### config.mk
export PLATFORM = sky130hd
export DESIGN_NAME = owt_search_triplet
export DESIGN_NICKNAME = d
export VERILOG_FILES = /design/src/rtl/owt_pkg.sv /design/src/rtl/owt_decide.sv /design/src/rtl/owt_seq.sv /design/src/rtl/owt_search_triplet.sv
export SDC_FILE = /design/constraint.sdc
export NUM_CORES = 1
export LEC_CHECK = 0
export BUFFER_PORTS_ARGS = -buffer_cell sky130_fd_sc_hd__buf_2
export CORE_MARGIN = 2
export CORE_UTILIZATION = 35
export DETAILED_ROUTE_END_ITERATION = 12
export PLACE_DENSITY = 0.6
export SLEW_MARGIN = 20
export SYNTH_ARGS = -nofsm -noshare
export SYNTH_HDL_FRONTEND = slang
export SYNTH_HIERARCHICAL = 1
export SYNTH_SLANG_ARGS = --single-unit
### constraint.sdc
create_clock -name clk -period 2.5 [get_ports clk]
set_clock_uncertainty 0.15 [all_clocks]
set_input_delay 0.375 -clock clk [delete_from_list [all_inputs] [get_ports clk]]
set_output_delay 0.375 -clock clk [all_outputs]
set_load 0.02 [all_outputs]
### src/rtl/owt_pkg.sv
package owt_pkg;
  localparam int RES_W = 3;
  localparam logic [RES_W-1:0] RES_NORESP = 3'b011;

  typedef enum logic [1:0] {
    ST_IDLE = 2'd0,
    ST_ADDR = 2'd1,
    ST_CMPL = 2'd2,
    ST_WBCK = 2'd3
  } owt_state_e;
endpackage

### src/rtl/owt_decide.sv
module owt_decide (
  input  logic addr_bit_i,
  input  logic cmpl_bit_i,
  input  logic pref_i,
  output logic no_resp_o,
  output logic dir_o
);
  // Both ones: nobody pulled the line low in either read.
  // Both zeros: devices disagree, follow the caller's preference.
  // Otherwise all responders agree on the address bit.
  always_comb begin
    no_resp_o = addr_bit_i & cmpl_bit_i;
    if (!addr_bit_i && !cmpl_bit_i) dir_o = pref_i;
    else                            dir_o = addr_bit_i;
  end
endmodule

### src/rtl/owt_seq.sv
module owt_seq
  import owt_pkg::*;
(
  input  logic             clk,
  input  logic             rst,
  input  logic             start_i,
  input  logic             pref_i,
  input  logic             slot_done_i,
  input  logic             slot_rbit_i,
  input  logic             no_resp_i,
  input  logic             dir_i,
  output logic             addr_q_o,
  output logic             pref_q_o,
  output logic             slot_req_o,
  output logic             slot_write_o,
  output logic             slot_wbit_o,
  output logic             busy_o,
  output logic             done_o,
  output logic [RES_W-1:0] result_o
);
  owt_state_e state_q;
  logic addr_q, cmpl_q, pref_q, dir_q;
  logic req_q, wr_q, wb_q, done_q;
  logic [RES_W-1:0] res_q;

  always_ff @(posedge clk) begin
    if (rst) begin
      state_q <= ST_IDLE;
      addr_q  <= 1'b0;
      cmpl_q  <= 1'b0;
      pref_q  <= 1'b0;
      dir_q   <= 1'b0;
      req_q   <= 1'b0;
      wr_q    <= 1'b0;
      wb_q    <= 1'b1;
      done_q  <= 1'b0;
      res_q   <= '0;
    end else begin
      req_q  <= 1'b0;
      done_q <= 1'b0;
      case (state_q)
        ST_IDLE: begin
          if (start_i) begin
            pref_q  <= pref_i;
            req_q   <= 1'b1;
            wr_q    <= 1'b0;
            wb_q    <= 1'b1;
            state_q <= ST_ADDR;
          end
        end
        ST_ADDR: begin
          if (slot_done_i) begin
            addr_q  <= slot_rbit_i;
            req_q   <= 1'b1;
            state_q <= ST_CMPL;
          end
        end
        ST_CMPL: begin
          if (slot_done_i) begin
            cmpl_q <= slot_rbit_i;
            if (no_resp_i) begin
              res_q   <= RES_NORESP;
              done_q  <= 1'b1;
              state_q <= ST_IDLE;
            end else begin
              dir_q   <= dir_i;
              req_q   <= 1'b1;
              wr_q    <= 1'b1;
              wb_q    <= dir_i;
              state_q <= ST_WBCK;
            end
          end
        end
        ST_WBCK: begin
          if (slot_done_i) begin
            res_q   <= {dir_q, cmpl_q, addr_q};
            done_q  <= 1'b1;
            wr_q    <= 1'b0;
            wb_q    <= 1'b1;
            state_q <= ST_IDLE;
          end
        end
        default: state_q <= ST_IDLE;
      endcase
    end
  end

  assign addr_q_o     = addr_q;
  assign pref_q_o     = pref_q;
  assign slot_req_o   = req_q;
  assign slot_write_o = wr_q;
  assign slot_wbit_o  = wb_q;
  assign busy_o       = (state_q != ST_IDLE);
  assign done_o       = done_q;
  assign result_o     = res_q;

  assert_start_read_R2: assert property (@(posedge clk) disable iff (rst)
    (!busy_o && start_i) |=> (busy_o && slot_req_o && !slot_write_o && slot_wbit_o));
  assert_req_pulse_R3: assert property (@(posedge clk) disable iff (rst)
    slot_req_o |=> !slot_req_o);
  assert_wait_done_R3: assert property (@(posedge clk) disable iff (rst)
    (busy_o && !slot_done_i) |=> (busy_o && !slot_req_o));
  assert_err_nowrite_R4: assert property (@(posedge clk) disable iff (rst)
    (done_o && result_o[1:0] == 2'b11) |-> !result_o[2]);
  assert_pref_dir_R5: assert property (@(posedge clk) disable iff (rst)
    (slot_req_o && slot_write_o && !addr_q && !cmpl_q) |-> (slot_wbit_o == pref_q));
  assert_addr_dir_R6: assert property (@(posedge clk) disable iff (rst)
    (slot_req_o && slot_write_o && (addr_q != cmpl_q)) |-> (slot_wbit_o == addr_q));
  assert_done_pulse_R8: assert property (@(posedge clk) disable iff (rst)
    done_o |=> !done_o);
  assert_idle_quiet_R11: assert property (@(posedge clk) disable iff (rst)
    (!busy_o && !start_i) |=> (!busy_o && !slot_req_o && $stable(result_o)));
endmodule

### src/rtl/owt_search_triplet.sv
module owt_search_triplet
  import owt_pkg::*;
(
  input  logic             clk,
  input  logic             rst,
  input  logic             start_i,
  input  logic             pref_dir_i,
  output logic             slot_req_o,
  output logic             slot_write_o,
  output logic             slot_wbit_o,
  input  logic             slot_done_i,
  input  logic             slot_rbit_i,
  output logic             busy_o,
  output logic             done_o,
  output logic [RES_W-1:0] result_o
);
  logic addr_q, pref_q, no_resp, dir;

  // The complement bit arrives on slot_rbit_i in the same cycle it is decided on.
  owt_decide i_decide (
    .addr_bit_i (addr_q),
    .cmpl_bit_i (slot_rbit_i),
    .pref_i     (pref_q),
    .no_resp_o  (no_resp),
    .dir_o      (dir)
  );

  owt_seq i_seq (
    .clk          (clk),
    .rst          (rst),
    .start_i      (start_i),
    .pref_i       (pref_dir_i),
    .slot_done_i  (slot_done_i),
    .slot_rbit_i  (slot_rbit_i),
    .no_resp_i    (no_resp),
    .dir_i        (dir),
    .addr_q_o     (addr_q),
    .pref_q_o     (pref_q),
    .slot_req_o   (slot_req_o),
    .slot_write_o (slot_write_o),
    .slot_wbit_o  (slot_wbit_o),
    .busy_o       (busy_o),
    .done_o       (done_o),
    .result_o     (result_o)
  );
endmodule

==> flow_summary.toml <==
[power]
switching_share = 0.272
peakVddDrop_mv = 0.311
p_switching_uw = 114
p_leak_uw = 0.000313
combPwrFrac = 0.140
pwr-share-clk = 0.311
power_frac_seq = 0.548
power_density_nw_per_um2 = 609
p_int_uw = 305
power_uw = 420

[logic_synthesis]
synth_area_leader_cell = "dfxtp_1"
synth.distinct_cells = 28
synth_cells = 64
syn_area_um2 = 622
syn_area_per_cell_um2 = 9.72
seq_area_frac_synth = 0.419
syn_nets = 70
ys_ff_latch = 13
synthFlopType = "dfxtp_1"
ys_async_sr_fraction = 0
synthTopCellsByArea = "dfxtp_1, mux2i_1, buf_6"
yosysWarnings = 6
synth_common_cells = "dfxtp_1, a21oi_1, nor2_1"
synth_top_cell_area_share = 0.419
post-synth-top-count-cell = "dfxtp_1"
synth-edff-count = 0

[die]
row_count = 15
start_util = 0.368
die_x_um = 46.2
die_h_um = 46.2
die_area_um2 = 2130
pin_count = 14
fp.coreArea_um2 = 1690

[global_routing]
grt_max_degree = 17
gr-usage-met1 = 0.155
grt_pass1_wl_um = 1820
grt.total_usage = 0.122
grt-ovfl-total = 0
grt_pass1_vias = 421
use_met2 = 0.183
top_usage_layer = "met2"
grt_antenna_before_repair = 0
grt_use_met3 = 0.0235

[sta]
layout_min_cycle_time_ns = 1.82
rsz0062_at_grt = "no"
fmax_mhz = 549
hold_violations = 0
fin_crit_sh = 0.729
slew_violations = 0
holdWs_ns = 0.186
tightest_slew_ns = 0.543
fin_setup_tns_ns = 0
setup_violations = 0
worst_slew_margin_rel = 0.637

[cells_and_area]
drive_above_1_share = 0.303
layout-area-overhead-vs-synth_pct = 10.9
post-route-util = 0.408
final_nets = 83
diodes = 0

[routing]
drc_errors = 0
num_vias = 465
first_pass_iters = 6
drtIter0Drc = 20
wl_um = 1130
wire_per_inst_um = 12.1
drtAntennaViolNets = 0
via_per_inst = 5.00

[worst_setup_path]
crit-reg2reg-launch = "i_seq/state_q[0]$_SDFFE_PP0P_"
max_stage_delay_ns = 0.67
reg2reg_setup_slack_ns = 1.03
critPathCaptureType = "output port"
crit_slowest_cell = "dfxtp_1"
crit_type = "flop to output port"
critical_path.cell_chain = "or2_2, buf_2"
critPathArrivalTime_ns = 1.30
required_ns = 1.98
critical_path_depth = 2
worstRegToRegCells = 3
path_buf_inv = 1
cp_top_family = "flip-flops"
cp-start-kind = "flop"
worst-path-max-fanout = 16
cp-endpoint = "busy_o"
worstReg2RegEnd = "i_seq/dir_q$_SDFFE_PP0P_"
cp-startpoint = "i_seq/state_q[0]$_SDFFE_PP0P_"

[clocking]
cts.reportedPaths.clkPinSlew_ns = 0.08
cts_root_buf = "clkbuf_4"
cts_hold_buf = 0
cts_resized = 0
clock_sinks = 13
cts_tree = "yes"
insertion_delay_ns = 0.27
clock_path_buffers = 2
cts_buffers = 3
htree_levels = 1
post-cts-setup-buffers = 0

[job]
maxCapViolCount = 0

[place]
gp_congestion = 0.751
dp_hpwl_um = 819
numPortBuffers = 13

[outcome]
status = "finished, final reports clean"

[hold_path]
worstHoldPathType = "primary input to flop"
## power by group through the flow
stage / Clock [µW] / Sequential, µW / Combinational, µW
floorplan: 0 / 230 / 56.7
global placement: 0 / 234 / 58.7
detailed placement: 0 / 235 / 59.8
CTS: 136 / 230 / 59.8
global route: 143 / 232 / 65.1
finish: 131 / 230 / 58.9
## worst min-delay path by stage
stage                              startpoint                             end  cells after the start
3_5_place_dp   i_seq/result_o[1]$_SDFFE_PP0P_  i_seq/result_o[1]$_SDFFE_PP0P_                      2
2_1_floorplan                             rst   i_seq/state_q[1]$_SDFFE_PP0P_                      1
4_1_cts                            pref_dir_i     i_seq/pref_q_o$_SDFFE_PP0P_                      3
6_report                           pref_dir_i     i_seq/pref_q_o$_SDFFE_PP0P_                      3
3_3_place_gp   i_seq/result_o[1]$_SDFFE_PP0P_  i_seq/result_o[1]$_SDFFE_PP0P_                      2
5_1_grt                            pref_dir_i     i_seq/pref_q_o$_SDFFE_PP0P_                      3
## registers in the layout (all words and copies together) (netlist names)
signal              flops
i_seq/result_o          3
i_seq/dir_q             1
i_seq/cmpl_q            1
i_seq/state_q           2
i_seq/slot_write_o      1
i_seq/slot_req_o        1
i_seq/slot_wbit_o       1
i_seq/done_o            1
i_seq/addr_q_o          1
i_seq/pref_q_o          1
## worst register-to-register path: stages, from the launching register on
cell and delay (ns):
dfxtp_1 0.67, nand4bb_1 0.27, mux2i_1 0.22, nor2_1 0.05
## layout make-up
class | count | area, µm²
flip-flops and latches | 13 | 260
repair buffers | 13 | 65.1
multi-input cells | 44 | 309
clock buffers | 4 | 26.3
inverters | 2 | 7.51
fillers | 184 | 1000
well taps | 17 | 21.3
## logic make-up (layout without fill, tap and decap cells)
| logic type | count (synthesis) | after routing | synth area share |
|---|---|---|---|
| AND/OR/NAND/NOR | 22 | 22 | 0.227 |
| AO/OA/AOI/OAI | 17 | 17 | 0.189 |
| flip-flops | 13 | 13 | 0.419 |
| multiplexers | 5 | 5 | 0.0805 |
| buffers and inverters | 7 | 19 | 0.0845 |
## metal layers
metal | wire [µm] | vias to the layer above
met5 | 0 | -
met4 | 13 | 0
met3 | 50 | 2
met2 | 535 | 13
met1 | 528 | 203
li1 | - | 247
## metrics by stage
stage / std cells / worst slack, ns / area (µm²)
after global routing: 93 / 0.605 / 689
after floorplan: 64 / 1.12 / 622
after detailed placement: 89 / 0.968 / 663
final: 93 / 0.678 / 689
after CTS: 93 / 0.675 / 689
after global placement: 89 / 0.970 / 663
## cells in the final DEF (no fill, tap or decap), types with 2 or more instances in the layout
cell type,count
dfxtp_1,13
buf_2,13
nor2_1,6
a21oi_1,6
mux2i_1,5
nand2_1,5
clkbuf_4,3
o21ai_1,3
inv_1,2
o21a_1,2
(Power assumes the default switching activity.)
